<file path="config.mk">
export PLATFORM = sky130hd
export DESIGN_NAME = rail_seq_top
export DESIGN_NICKNAME = d
export VERILOG_FILES = /design/src/rtl/rail_seq_pkg.sv /design/src/rtl/rail_seq_sync2.sv /design/src/rtl/rail_seq_hold.sv /design/src/rtl/rail_seq_chan.sv /design/src/rtl/rail_seq_top.sv
export SDC_FILE = /design/constraint.sdc
export NUM_CORES = 1
export LEC_CHECK = 0
export BUFFER_PORTS_ARGS = -buffer_cell sky130_fd_sc_hd__buf_2
export CAP_MARGIN = 5
export CORE_MARGIN = 3
export CORE_UTILIZATION = 57
export CTS_CLUSTER_DIAMETER = 100
export DETAILED_ROUTE_END_ITERATION = 7
export PLACE_DENSITY = 0.79
export SYNTH_ARGS = -nofsm -noshare
export SYNTH_HDL_FRONTEND = slang
export SYNTH_SLANG_ARGS = --single-unit
</file>
<file path="constraint.sdc">
create_clock -name clk -period 2.5 [get_ports clk]
set_clock_uncertainty 0.05 [all_clocks]
set_input_delay 0.375 -clock clk [delete_from_list [all_inputs] [get_ports clk]]
set_output_delay 0.375 -clock clk [all_outputs]
set_load 0.02 [all_outputs]
</file>
<file path="src/rtl/rail_seq_pkg.sv">
package rail_seq_pkg;
  typedef enum logic [1:0] {
    SQ_OFF  = 2'd0,
    SQ_RUN  = 2'd1,
    SQ_SHUT = 2'd2,
    SQ_PARK = 2'd3
  } sq_state_t;

  // saturating hold count: cleared when the condition is absent
  function automatic logic [31:0] hold_next(input logic [31:0] cur,
                                            input logic cond,
                                            input logic [31:0] limit);
    if (!cond) return 32'd0;
    if (cur == limit) return cur;
    return cur + 32'd1;
  endfunction

  // power-down delay count step
  function automatic logic [31:0] off_step(input logic [31:0] cur);
    return (cur == 32'd0) ? 32'd0 : cur - 32'd1;
  endfunction
endpackage

</file>
<file path="src/rtl/rail_seq_sync2.sv">
module rail_seq_sync2 #(
  parameter int W = 4
) (
  input  logic         clk,
  input  logic         arst_n,
  input  logic [W-1:0] d_async,
  output logic [W-1:0] q_sync
);
  logic [W-1:0] meta_q;
  logic [W-1:0] sync_q;

  always_ff @(posedge clk or negedge arst_n) begin
    if (!arst_n) begin
      meta_q <= '0;
      sync_q <= '0;
    end else begin
      meta_q <= d_async;
      sync_q <= meta_q;
    end
  end

  assign q_sync = sync_q;
endmodule

</file>
<file path="src/rtl/rail_seq_hold.sv">
module rail_seq_hold
  import rail_seq_pkg::*;
#(
  parameter int unsigned HOLD_CYCLES = 15_000_000
) (
  input  logic clk,
  input  logic arst_n,
  input  logic cond,
  output logic done
);
  localparam int CW = $clog2(HOLD_CYCLES + 1);
  localparam logic [31:0] LIMIT = 32'(HOLD_CYCLES);

  logic [CW-1:0] cnt_q;
  logic [31:0]   cnt_nx;

  assign cnt_nx = hold_next(32'(cnt_q), cond, LIMIT);

  always_ff @(posedge clk or negedge arst_n) begin
    if (!arst_n) cnt_q <= '0;
    else         cnt_q <= cnt_nx[CW-1:0];
  end

  assign done = (32'(cnt_q) == LIMIT);

  AST_DONE_AFTER_COND: assert property (@(posedge clk) disable iff (!arst_n)
    done |-> $past(cond));
  AST_RESTART_ON_LOSS: assert property (@(posedge clk) disable iff (!arst_n)
    !$past(cond) |-> !done);
endmodule

</file>
<file path="src/rtl/rail_seq_chan.sv">
module rail_seq_chan
  import rail_seq_pkg::*;
#(
  parameter int OFF_W = 8
) (
  input  logic             clk,
  input  logic             arst_n,
  input  logic             on_req,
  input  logic             load,
  input  logic             in_shut,
  input  logic [OFF_W-1:0] dly,
  output logic             gate
);
  logic [OFF_W-1:0] cnt_q;
  logic [31:0]      cnt_dec;
  logic             expired;

  assign cnt_dec = off_step(32'(cnt_q));
  assign expired = in_shut && (cnt_q == '0);

  always_ff @(posedge clk or negedge arst_n) begin
    if (!arst_n)      cnt_q <= '0;
    else if (load)    cnt_q <= dly;
    else if (in_shut) cnt_q <= cnt_dec[OFF_W-1:0];
  end

  always_ff @(posedge clk or negedge arst_n) begin
    if (!arst_n)      gate <= 1'b0;
    else if (on_req)  gate <= 1'b1;
    else if (expired) gate <= 1'b0;
  end

  AST_DROP_ON_EXPIRY: assert property (@(posedge clk) disable iff (!arst_n)
    $fell(gate) |-> $past(in_shut) && $past(cnt_q == '0));
  AST_RISE_NEEDS_REQ: assert property (@(posedge clk) disable iff (!arst_n)
    $rose(gate) |-> $past(on_req));
endmodule

</file>
<file path="src/rtl/rail_seq_top.sv">
module rail_seq_top
  import rail_seq_pkg::*;
#(
  parameter int          N_CH        = 4,
  parameter int          OFF_W       = 8,
  parameter int unsigned HOLD_CYCLES = 15_000_000
) (
  input  logic                  clk,
  input  logic                  arst_n,
  input  logic                  en_n,
  input  logic [N_CH-1:0]       rail_ok,
  input  logic [N_CH-1:0]       gate_full,
  input  logic [N_CH*OFF_W-1:0] off_dly,
  output logic [N_CH-1:0]       gate_on,
  output logic                  rail_rst_n
);
  sq_state_t st_q, st_nx;
  logic [N_CH-1:0] ok_s;
  logic            all_off;
  logic            shut_entry;
  logic            in_run;
  logic            in_shut;
  logic            hold_cond;
  logic            hold_done;

  rail_seq_sync2 #(.W(N_CH)) u_sync (
    .clk(clk), .arst_n(arst_n), .d_async(rail_ok), .q_sync(ok_s));

  assign all_off    = ~|gate_on;
  assign in_run     = (st_q == SQ_RUN);
  assign in_shut    = (st_q == SQ_SHUT);
  assign shut_entry = in_run && en_n;
  assign hold_cond  = in_run && !en_n && (&ok_s) && (&gate_full);

  always_comb begin
    st_nx = st_q;
    unique case (st_q)
      SQ_OFF:  if (!en_n)  st_nx = SQ_RUN;
      SQ_RUN:  if (en_n)   st_nx = SQ_SHUT;
      SQ_SHUT: if (all_off) st_nx = en_n ? SQ_OFF : SQ_PARK;
      SQ_PARK: if (en_n)   st_nx = SQ_OFF;
      default:             st_nx = SQ_OFF;
    endcase
  end

  always_ff @(posedge clk or negedge arst_n) begin
    if (!arst_n) st_q <= SQ_OFF;
    else         st_q <= st_nx;
  end

  for (genvar i = 0; i < N_CH; i++) begin : g_ch
    rail_seq_chan #(.OFF_W(OFF_W)) u_chan (
      .clk(clk), .arst_n(arst_n),
      .on_req(in_run && !en_n && ok_s[i]),
      .load(shut_entry),
      .in_shut(in_shut),
      .dly(off_dly[i*OFF_W +: OFF_W]),
      .gate(gate_on[i]));

    AST_NO_DROP_WHILE_RUN: assert property (@(posedge clk) disable iff (!arst_n)
      $past(in_run) && $past(gate_on[i]) |-> gate_on[i]);
  end

  rail_seq_hold #(.HOLD_CYCLES(HOLD_CYCLES)) u_hold (
    .clk(clk), .arst_n(arst_n), .cond(hold_cond), .done(hold_done));

  assign rail_rst_n = hold_done;

  AST_RST_LOW_IN_SHUT: assert property (@(posedge clk) disable iff (!arst_n)
    in_shut |-> !rail_rst_n);
  AST_RST_NEEDS_FULL: assert property (@(posedge clk) disable iff (!arst_n)
    rail_rst_n |-> $past(&gate_full) && $past(&ok_s));
  AST_SHUT_NO_RISE: assert property (@(posedge clk) disable iff (!arst_n)
    $past(in_shut) |-> (gate_on & ~$past(gate_on)) == '0);
  AST_RUN_FROM_OFF: assert property (@(posedge clk) disable iff (!arst_n)
    in_run && !$past(in_run) |-> $past(st_q == SQ_OFF));
  AST_PARK_GATES_OFF: assert property (@(posedge clk) disable iff (!arst_n)
    (st_q == SQ_PARK) |-> all_off);
endmodule

</file>
==> results of run 1 <==
==> logic make-up after synthesis <==
logic type | count (synthesis)
simple gates | 176
compound gates | 72
flops | 70
buf+inv | 28
xor+xnor | 23
fa+ha+maj | 6
mux | 1
==> sequential cells by signal (all words and copies together), names as in the netlist <==
signal and flops:
st_q 2, u_sync.meta_q 4, u_sync.q_sync 4, g_ch.u_chan.gate 4
u_hold.cnt_q 24, g_ch.u_chan.cnt_q 32
==> power by group through the flow <==
stage / registers, mW / clock network (mW) / logic (mW)
finish: 1.78 / 0.872 / 1.14
global route: 1.84 / 0.921 / 1.31
CTS: 1.78 / 0.880 / 1.16
detailed placement: 1.80 / 0 / 1.15
global placement: 1.78 / 0 / 1.11
floorplan: 1.71 / 0 / 0.893
==> metrics by stage <==
stage / area [sq um] / hold WS (ps) / setup TNS, ps
2_1_floorplan: 3550 / 29.4 / 0
3_3_place_gp: 3880 / 282 / 0
3_5_place_dp: 3880 / 286 / 0
4_1_cts: 4070 / 18.6 / 0
5_1_grt: 4120 / 46.4 / -50.2
6_report: 4120 / 8.83 / 0
==> synth_stat cells (all sizes together) (2+ instances only) <==
cell type	number
and4	5
nor2	44
nand4	6
nand2b	5
or4	6
xor2	10
xnor2	13
clkbuf	9
a32oi	2
nor3b	2
o211ai	4
buf	5
ha	6
o31ai	3
nand3	19
dfrtp	70
inv	14
a22oi	6
a22o	4
nand3b	2
or3	3
o311ai	4
a21oi	21
nor4	10
nor2b	3
and4bb	2
nand2	41
o21ai	15
nor3	21
o22ai	7
and3	3
==> cell type report <==
class / count / area [sq um]
inverter: 14 / 52.6
clock inverter: 7 / 61.3
clock buffer: 9 / 124
sequential: 70 / 1750
timing repair buffer: 60 / 348
fill: 466 / 1870
tap: 75 / 93.8
multi-input combinational: 278 / 1690
==> metal layers <==
metal / part of all wire, % / GRT usage (%) / vias up
li1: - / - / 1467
met1: 44 / 29.1 / 1433
met2: 48 / 37.6 / 67
met3: 5.2 / 6.02 / 17
met4: 2.4 / 9.64 / 0
met5: 0 / 0 / -
==> cells in the final DEF (no fill, tap or decap), types with 3 or more instances in the layout <==
| cell type | netlist | final |
|---|---|---|
| a21oi_1 | 21 | 21 |
| a22o_1 | 4 | 4 |
| a22oi_1 | 6 | 6 |
| and4_1 | 5 | 5 |
| buf_2 | 1 | 46 |
| buf_4 | 4 | 13 |
| clkbuf_8 | 0 | 9 |
| dfrtp_1 | 70 | 70 |
| ha_1 | 6 | 5 |
| inv_1 | 14 | 12 |
| inv_6 | 0 | 3 |
| nand2_1 | 41 | 41 |
| nand2b_1 | 5 | 5 |
| nand3_1 | 19 | 19 |
| nand4_1 | 5 | 5 |
| nor2_1 | 44 | 43 |
| nor2b_1 | 3 | 3 |
| nor3_1 | 21 | 21 |
| nor4_1 | 7 | 7 |
| o211ai_1 | 4 | 4 |
| o21ai_0 | 15 | 15 |
| o22ai_1 | 7 | 7 |
| o311ai_0 | 4 | 4 |
| o31ai_1 | 3 | 3 |
| or3_1 | 3 | 3 |
| or4_1 | 6 | 6 |
| xnor2_1 | 13 | 13 |
| xor2_1 | 10 | 10 |
==> what timing repair did <==
| action | 4_1_cts | 5_1_grt |
|---|---|---|
| endpoints found under the hold margin | 0 | 0 |
| setup endpoints to repair | 1 | 1 |
| gates resized for setup | 0 | 5 |
| setup buffers | 0 | 5 |
| pin swaps | 1 | 3 |
==> path summary, 6_finish.rpt <==
path / endpoint / cells past startpoint / startpoint
max in group asynchronous: u_hold.cnt_q[18] / 2 / arst_n
worst min register to register: u_sync.q_sync[0] / 0 / u_sync.meta_q[0]
worst max register to register: g_ch[2].u_chan.cnt_q[4] / 7 / g_ch[2].u_chan.cnt_q[0]
worst max-delay path: rail_rst_n / 6 / u_hold.cnt_q[0]
worst min-delay path: g_ch[1].u_chan.cnt_q[6] / 1 / arst_n
min in group clk: u_sync.meta_q[0] / 1 / rail_ok[0]
==> summary.md, run 1 <==
| Metric | Value |
|---|---|
| Upper clock frequency limit | just over 0.4 GHz |
| Critical path start-end classification | flop to output pin |
| Vias/cell | between 5 and 6 |
| Final number of max-transition violations | 0 |
| Worst setup EP type | output pin |
| TritonCTS Buffers | 9 |
| Nature of the critical path startpoint | flop |
| Slew margin rel. | 52.9% |
| Vias post-DR | between 2000 and 3000 |
| Clock network power share | roughly 23% |
| Parity-gate share of the synthesized area counting xor and xnor cells | about 5.7% |
| First-pass detailed-route iteration total | 4 |
| Vertical die dimension | about 85 um |
| Worst-Margin Slew | just over 700 ps |
| Reported net switching power | 1.48 mW |
| Die W | between 80 and 90 um |
| Ordered cell list for the critical path | inv_2, ha_4, and4bb_1, nand4_1, nor4_4, buf_4 |
| Residual DRC count | 0 |
| Post-synthesis instance area | approximately 3500 sq um |
| Hold buffer count at CTS | 0 |
| Average routed wire per standard cell | 15.1 um |
| Clk Tree Root Cell | clkbuf_8 |
| Max capacitance violation total | 0 |
| Portion of netlist area occupied by mux cells | less than 1% |
| RSZ-0062 raised after global routing | yes |
| Antenna violations before repair | 0 |
| Sum of routed wire length over all layers | between 7000 and 8000 um |
| Largest family of logic cells by synthesized area | simple AND/OR/NAND/NOR gates |
| Dpl ws | ~290 ps |
| Required @ worst endpoint | between 2000 and 2500 ps |
| Largest net degree at the start of global routing | 37 |
| Row count | 28 |
| Number of nets with antenna violations after detailed routing | 0 |
| Clock edge transition at the registers on the reported setup and hold paths | ~90 ps |
| Power density of the placed cells | a little over 900 nW/um^2 |
| Signed area change from the synthesized netlist to the final layout | 16.1% |
| Post-detail-place hpwl | 5530 um |
| Final hold violations | 0 |
| Dominant synthesized flop cell | dfrtp_1 |
| Number of clock sinks | 70 |
| Maximum fanout encountered on the critical timing path | 6 |
| Fraction of final layout cells with drive strength greater than 1 | between 20% and 30% |
| Number of violations reported at the end of detailed-routing iteration 0 | roughly 160 |
| Core Region | ~6000 sq um |
| Wire length of the first global-routing pass | around 13000 um |
| Portion of the post-synthesis area used by sequential elements | 49.4% |
| Simple-gate portion of the synthesized area | 26.2% |
| Leakage | around 1.7 nW |
| CP bufs+invs | 2 |
| Compound-Gate Fraction of Synth Area | around an eighth |
| Status | completed |
| Clock tree from TritonCTS | done |
| Initial Util | 59.2% |
| Yosys warns | 0 |
| All-layer global routing usage | 23.0% |
| Comb power frac | between 30% and 40% |
| Overflow after GRT | 0 |
| Fraction of power spent switching nets | around two fifths |
| CP Data Arrival Time | around 2000 ps |
| Seq pwr share | a little under half |
| Number of antenna diodes | 0 |
| Nets | approximately 480 |
| Maximum clock insertion buffer count | 2 |
| Total internal power | ~2.3 mW |
| Depth of the CTS H-tree | 3 |
| Number of placed instances, taps included | ~490 |
| Cells after Synth | between 300 and 400 |
| Final non-filler cell total | about 510 |
| Reg2Reg Setup Slack | roughly 450 ps |
| Final core utilization | between 60 and 70% |
| Number of placed I/O pins | 48 |
| Yosys top cell area share | between 40% and 50% |
| Count of unique library cells instantiated by Yosys | slightly below 50 |
| Power Total | 3.79 mW |
| Last weighted congestion value of the routability-driven placer | ~0.82 |
| Post-layout worst setup margin | around 64 ps |
| Tcrit/Tclk final | 97.4% |
| Post-synth ARST share | 100% |
| Adder-cell area share of the yosys netlist | 2.12% |
| Cell with the largest stage delay on the worst path | nor4_4 |
| Delay of the slowest cell on the worst path | around 440 ps |
| Number of global-route vias before repair | 2873 |
| Most area-hungry cell type in the Yosys netlist | dfrtp_1 |
| Post-layout minimum cycle time | between 2000 and 2500 ps |
| Min-Delay Path Class | primary input to async pin |
| Floorplan die area | ~7000 sq um |
| Number of synthesized register bits | 70 |
| Number of enable flip-flop cells after synthesis | 0 |
| Avg Cell Area, Syn | approximately 9.4 sq um |
| Clock insertion delay at the later pin of the skew report | 360 ps |
| Number of endpoints failing setup at the final stage | 0 |
| Peak supply drop | just over 0.0006 V |
| Cell family with most CP delay | simple AND/OR/NAND/NOR gates |
| Port Buffer Count | 47 |
| Syn_nets | about 430 |
| Main area contributors after synthesis | dfrtp_1 (49%), nor2_1 (4.7%), nand2_1 (4.3%), xnor2_1 (3.2%), a21oi_1 (3.0%) |
Power figures use the tool's default switching activity.
==> run 2, diff against run 1 <==
--- a/config.mk
+++ b/config.mk
@@ -13,4 +13,5 @@
 export DETAILED_ROUTE_END_ITERATION = 7
 export PLACE_DENSITY = 0.79
+export SKIP_LAST_GASP = 1
 export SYNTH_ARGS = -nofsm -noshare
 export SYNTH_HDL_FRONTEND = slang
--- a/constraint.sdc
+++ b/constraint.sdc
@@ -3,3 +3,3 @@
 set_input_delay 0.375 -clock clk [delete_from_list [all_inputs] [get_ports clk]]
 set_output_delay 0.375 -clock clk [all_outputs]
-set_load 0.02 [all_outputs]
+set_load 0.005 [all_outputs]
==> summary.md, run 2 (synthesis results as in run 1) <==
| Metric | Value |
|---|---|
| Number of gates resized after CTS | 0 (unchanged) |
| Wire length of the first global-routing pass | 12500 um (-4.8%) |
| Port Buffer Count | 47 (unchanged) |
| Capturing instance or port of the critical path | rail_rst_n |
| Number of nets with antenna violations after detailed routing | 0 (unchanged) |
| Sum of negative setup slack | 0 ps (unchanged) |
| Post-layout minimum cycle time | 2150 ps (-289 ps) |
| Post-detail-place hpwl | 5100 um (-7.8%) |
| Number of buffers added for setup after CTS | 0 (unchanged) |
| RSZ-0062 raised after global routing | no |
| Vias/cell | 5.81 (about the same) |
| Final non-filler cell total | 509 (-0.78%) |
| Final number of max-transition violations | 0 (unchanged) |
| Sum of routed wire length over all layers | 7410 um (-4.0%) |
| Area after DPL | 3870 sq um (-0.19%) |
| Maximum fanout encountered on the critical timing path | 4 (-2) |
| Upper clock frequency limit | 0.466 GHz (+13%) |
| Vias post-DR | 2958 (-0.87%) |
| Worst-Margin Slew | 594 ps (-113 ps) |
| Worst setup EP type | output pin |
| Fin Hold WS | -12.2 ps (-21.1 ps) |
| Max reg flops | 32 (unchanged) |
| Floorplan die area | 7210 sq um (unchanged) |
| Initial Util | 59.2% (unchanged) |
| Most frequent standard cell in the layout excluding fill and tap cells | dfrtp_1 |
| Slew margin rel. | 60.3% (+7.4 points) |
| Largest net degree at the start of global routing | 71 (+92%) |
| Signed area change from the synthesized netlist to the final layout | 14.9% |
| Status | complete, but fails checks |
| Ordered cell list for the critical path | inv_1, ha_1, and4bb_1, nand4_1, nor4_4, buf_2 |
| Biggest regs | g_ch.u_chan.cnt_q x32, u_hold.cnt_q x24 |
| Clock insertion delay at the later pin of the skew report | 340 ps (-20 ps) |
| Cell with the largest stage delay on the worst path | dfrtp_1 |
| Die W | 84.9 um (unchanged) |
| Tcrit/Tclk final | 85.9% (-12 points) |
| Delay of the slowest cell on the worst path | 410 ps (-30 ps) |
| Row count | 28 (unchanged) |
| CP Data Arrival Time | 1720 ps (-290 ps) |
| First-pass detailed-route iteration total | 6 (+2) |
| TritonCTS Buffers | 9 (unchanged) |
| Endpoint of the most critical register-to-register path | g_ch[2].u_chan.cnt_q[4] |
| Power density of the placed cells | 915 nW/um^2 (-0.61%) |
| Critical path start-end classification | flop to output pin |
| Number of placed instances, taps included | 491 (-0.20%) |
| Nets | 478 (-0.83%) |
| All-layer global routing usage | 21.6% (-1.4 points) |
| Number of violations reported at the end of detailed-routing iteration 0 | 204 (+25%) |
| Fillers | 472 (+1.3%) |
| Number of antenna diodes | 0 (unchanged) |
| Commonest non-fill, non-tap cells in the layout | dfrtp_1 (70), buf_2 (47), nor2_1 (43), nand2_1 (41) |
| Post-route standard cell area excluding fillers | 4080 sq um (-1.1%) |
| Required @ worst endpoint | 2080 ps (about the same) |
| Residual DRC count | 0 (unchanged) |
| Peak supply drop | 0.000643 V (+4.8%) |
| Beginning of the worst register-to-register path | g_ch[2].u_chan.cnt_q[0] |
| Fraction of final layout cells with drive strength greater than 1 | 18.9% (-1.4 points) |
| Clk Tree Root Cell | clkbuf_8 |
| Maximum clock insertion buffer count | 2 (unchanged) |
| Average routed wire per standard cell | 14.6 um (-3.3%) |
| Number of clock sinks | 70 (unchanged) |
| Crit path launch | u_hold.cnt_q[0] |
| Hold buffer count at CTS | 0 (unchanged) |
| Vertical die dimension | 84.9 um (unchanged) |
| Number of placed I/O pins | 48 (unchanged) |
| Max capacitance violation total | 0 (unchanged) |
| Number of endpoints failing setup at the final stage | 0 (unchanged) |
| Worst R2R Path Depth | 7 (unchanged) |
| Leakage | 1.73 nW (-1.1%) |
| Biggest register | g_ch.u_chan.cnt_q |
| Core Region | 5990 sq um (unchanged) |
| Nature of the critical path startpoint | flop |
| Min-Delay Path Class | primary input to async pin |
| Clock edge transition at the registers on the reported setup and hold paths | 80 ps (about the same) |
| Reg2Reg Setup Slack | 480 ps (+30 ps) |
| Failing checks | hold timing |
| Number of global-route vias before repair | 2818 (-1.9%) |
| Final hold violations | 6 (+6) |
| Depth of the CTS H-tree | 3 (unchanged) |
| Antenna violations before repair | 0 (unchanged) |
| Last weighted congestion value of the routability-driven placer | 0.817 (-0.74%) |
| Overflow after GRT | 0 (unchanged) |
| Clock tree from TritonCTS | done |
## run 2: cell types whose count changed in the layout (fill, tap and decap cells not counted)
cell,before,now
inv_1,12,14
ha_4,1,0
clkinvlp_4,2,1
ha_1,5,6
inv_2,2,0
buf_2,46,47
clkinv_4,1,2
buf_4,13,8
## run 2: cell type report
class | count | area [sq um] | share of cell area (%)
flip-flops and latches | 70 | 1750 | 43.0
multi-input cells | 278 | 1680 | 41.1
repair buffers | 56 | 315 | 7.73
clock buffers | 9 | 124 | 3.04
well taps | 75 | 93.8 | 2.30
clock inverters | 7 | 62.6 | 1.53
inverters | 14 | 52.6 | 1.29
## run 2: power breakdown
part	leakage (nW)	total (mW)	internal [mW]	switching (mW)
clock network	0.0927	0.858	0.380	0.478
logic	0.754	1.10	0.493	0.605
registers	0.879	1.77	1.44	0.335
total	1.73	3.73	2.31	1.42
## run 2: worst min-delay path by stage
stage,cells past startpoint,startpoint,to
2_1_floorplan,0,arst_n,g_ch[0].u_chan.cnt_q[0]
3_3_place_gp,0,u_sync.meta_q[2],u_sync.q_sync[2]
3_5_place_dp,0,u_sync.meta_q[0],u_sync.q_sync[0]
4_1_cts,2,arst_n,u_hold.cnt_q[12]
5_1_grt,2,arst_n,g_ch[2].u_chan.cnt_q[5]
6_report,2,arst_n,g_ch[2].u_chan.cnt_q[4]
## run 2: layer usage
layer | part of all wire, % | GRT usage (%)
met3 | 4.0 | 3.59
met4 | 1.3 | 9.06
met1 | 48 | 29.8
met2 | 47 | 34.0
met5 | 0 | 0
## run 2: per-stage QoR
stage	power, mW	utilization [%]	setup slack [ps]	hold slack, ps
global placement	2.84	64.7	448	282
floorplan	2.56	-	672	29.4
finish	3.73	68.0	353	-12.2
CTS	3.76	67.8	17.9	2.78
global route	4.02	68.0	230	12.4
detailed placement	2.89	64.7	415	290
## run 2: critical path: cells and delay by family (launching register included)
| kind | cells | cell delay [ps] |
|---|---|---|
| flops | 1 | 410 |
| simple gates | 3 | 550 |
| fa+ha+maj | 1 | 140 |
| buf+inv | 2 | 270 |
==> run 3, diff against run 2 <==
- CORE_UTILIZATION: 57 -> 50
- PLACE_DENSITY: 0.79 -> 0.71
==> summary.md, run 3 (synthesis results as in run 1) <==
| Metric | Value |
|---|---|
| Max reg flops | 32 (unchanged) |
| TritonCTS Buffers | 9 (unchanged) |
| Required @ worst endpoint | 2080 ps (about the same) |
| Global-route track usage on met2 | 29.4% (-4.6 points) |
| Signed area change from the synthesized netlist to the final layout | 16.5% |
| Residual DRC count | 0 (unchanged) |
| Vias/cell | 5.54 (-4.7%) |
| Vertical die dimension | 90.2 um (+6.3%) |
| Fraction of met3 tracks used by global routing | 3.85% (+0.26 points) |
| Initial Util | 51.9% (-7.3 points) |
| Max capacitance violation total | 0 (unchanged) |
| Nets | 479 (+0.21%) |
| Power Total | 3.90 mW (+4.5%) |
| Slew margin rel. | 57.6% (-2.6 points) |
| Sum of negative setup slack | 0 ps (unchanged) |
| Number of violations reported at the end of detailed-routing iteration 0 | 180 (-12%) |
| Maximum fanout encountered on the critical timing path | 4 (unchanged) |
| Maximum clock insertion buffer count | 2 (unchanged) |
| Number of nets with antenna violations after detailed routing | 0 (unchanged) |
| Vias post-DR | 2940 (-0.61%) |
| Wire length of the first global-routing pass | 13000 um (+3.8%) |
| Floorplan die area | 8140 sq um (+13%) |
| All-layer global routing usage | 19.7% (-1.9 points) |
| Worst setup EP type | output pin |
| Power density of the placed cells | 942 nW/um^2 (+3.0%) |
| Total internal power | 2.50 mW (+8.0%) |
| Critical hold path startpoint | rail_ok[0] |
| Number of clock sinks | 70 (unchanged) |
| Clock insertion delay at the later pin of the skew report | 330 ps (about the same) |
| Post-layout minimum cycle time | 2240 ps (+88.5 ps) |
| First-pass detailed-route iteration total | 4 (-2) |
| Comb power frac | 28.2% (-1.2 points) |
| Top Usage Layer GRT | met2 |
| Tcrit/Tclk final | 89.4% (+3.5 points) |
| CP Data Arrival Time | 1810 ps (+90 ps) |
| Average routed wire per standard cell | 14.5 um (-0.52%) |
| Final hold violations | 0 (-6) |
| Min-Delay Path Class | primary input to flop |
| Clock tree from TritonCTS | done |
| Number of placed I/O pins | 48 (unchanged) |
| Largest net degree at the start of global routing | 37 (-48%) |
| Crit path launch | u_hold.cnt_q[0] |
| Number of gates resized after CTS | 0 (unchanged) |
| Biggest register | g_ch.u_chan.cnt_q |
| Die W | 90.2 um (+6.3%) |
| Clock edge transition at the registers on the reported setup and hold paths | 80 ps (about the same) |
| Last weighted congestion value of the routability-driven placer | 0.871 (+6.7%) |
| Clk Tree Root Cell | clkbuf_8 |
| Depth of the CTS H-tree | 3 (unchanged) |
| Fraction of final layout cells with drive strength greater than 1 | 18.9% (-0.043 points) |
| Status | completed |
| Number of endpoints failing setup at the final stage | 0 (unchanged) |
| Seq pwr share | 45.8% (-1.8 points) |
| Peak supply drop | 0.000530 V (-18%) |
| Beginning of the worst register-to-register path | g_ch[2].u_chan.cnt_q[0] |
| Fraction of power spent switching nets | 35.9% (-2.1 points) |
| Post-detail-place hpwl | 5400 um (+5.9%) |
| Global-route track usage on met1 | 27.1% (-2.7 points) |
| Leakage | 1.74 nW (+0.70%) |
| Commonest non-fill, non-tap cells in the layout | dfrtp_1 (70), buf_2 (47), nor2_1 (43), nand2_1 (41) |
| Biggest regs | g_ch.u_chan.cnt_q x32, u_hold.cnt_q x24 |
| Antenna violations before repair | 0 (unchanged) |
| RSZ-0062 raised after global routing | no |
| Most frequent standard cell in the layout excluding fill and tap cells | dfrtp_1 |
| Core Region | 6830 sq um (+14%) |
| Overflow after GRT | 0 (unchanged) |
| Upper clock frequency limit | 0.447 GHz (-4.0%) |
| Row count | 30 (+7.1%) |
| Worst-Margin Slew | 633 ps (+39.2 ps) |
| Port Buffer Count | 47 (unchanged) |
| Number of antenna diodes | 0 (unchanged) |
| Sum of routed wire length over all layers | 7690 um (+3.8%) |
| Nature of the critical path startpoint | flop |
| Clock network power share | 26.0% (+3.0 points) |
| Final number of max-transition violations | 0 (unchanged) |
| Reported net switching power | 1.40 mW (-1.3%) |
| Critical path start-end classification | flop to output pin |
| Number of global-route vias before repair | 2843 (+0.89%) |
## run 3: layout make-up
class / count / area, sq um
Clock inverter: 7 / 97.6
Timing Repair Buffer: 57 / 313
Inverter: 14 / 52.6
Clock buffer: 9 / 124
Sequential cell: 70 / 1750
Tap cell: 96 / 120
Fill cell: 608 / 2700
Multi-Input combinational cell: 278 / 1680
## run 3: per-stage QoR
stage	utilization (%)	setup slack (ps)	std cells	hold slack [ps]	area [sq um]
after detailed placement	57.1	501	514	285	3900
after floorplan	-	672	376	29.4	3550
after CTS	60.5	246	531	74.6	4140
final	60.5	264	531	89.7	4140
after global routing	60.5	109	531	70.2	4140
after global placement	57.1	561	514	282	3900
## run 3: worst paths after layout
kind	endpoint	slack (ps)	cells after the start
worst max-delay path	rail_rst_n	260	6
worst min-delay path	u_sync.meta_q[0]	90	1
worst max register to register	g_ch[2].u_chan.cnt_q[4]	480	7
worst min register to register	u_sync.q_sync[1]	300	0
max in group asynchronous	g_ch[3].u_chan.cnt_q[5]	1160	3
min in group asynchronous	g_ch[2].u_chan.cnt_q[3]	500	2
## run 3: timing repair
item	4_1_cts	5_1_grt
hold buffers	1	0
setup buffers	0	0
endpoints found under the hold margin	22	0
## run 3: power by group through the flow
stage          sequential (mW)  clock (mW)  combinational [mW]
2_1_floorplan             1.71           0               0.853
3_3_place_gp              1.78           0                1.07
3_5_place_dp              1.80           0                1.11
4_1_cts                   1.78        1.03                1.11
5_1_grt                   1.84        1.10                1.27
6_report                  1.78        1.01                1.10
## run 3: metal layers
layer	routed length (um)	share of wire [%]
met1	3680	48
met4	185	2.4
met2	3470	45
met5	0	0
met3	360	4.7
## run 3: critical path: stages (launching register included)
cell and delay [ps]:
dfrtp_1 420, inv_1 100, ha_1 150, and4bb_1 200, nand4_1 140, nor4_4 310, buf_2 160
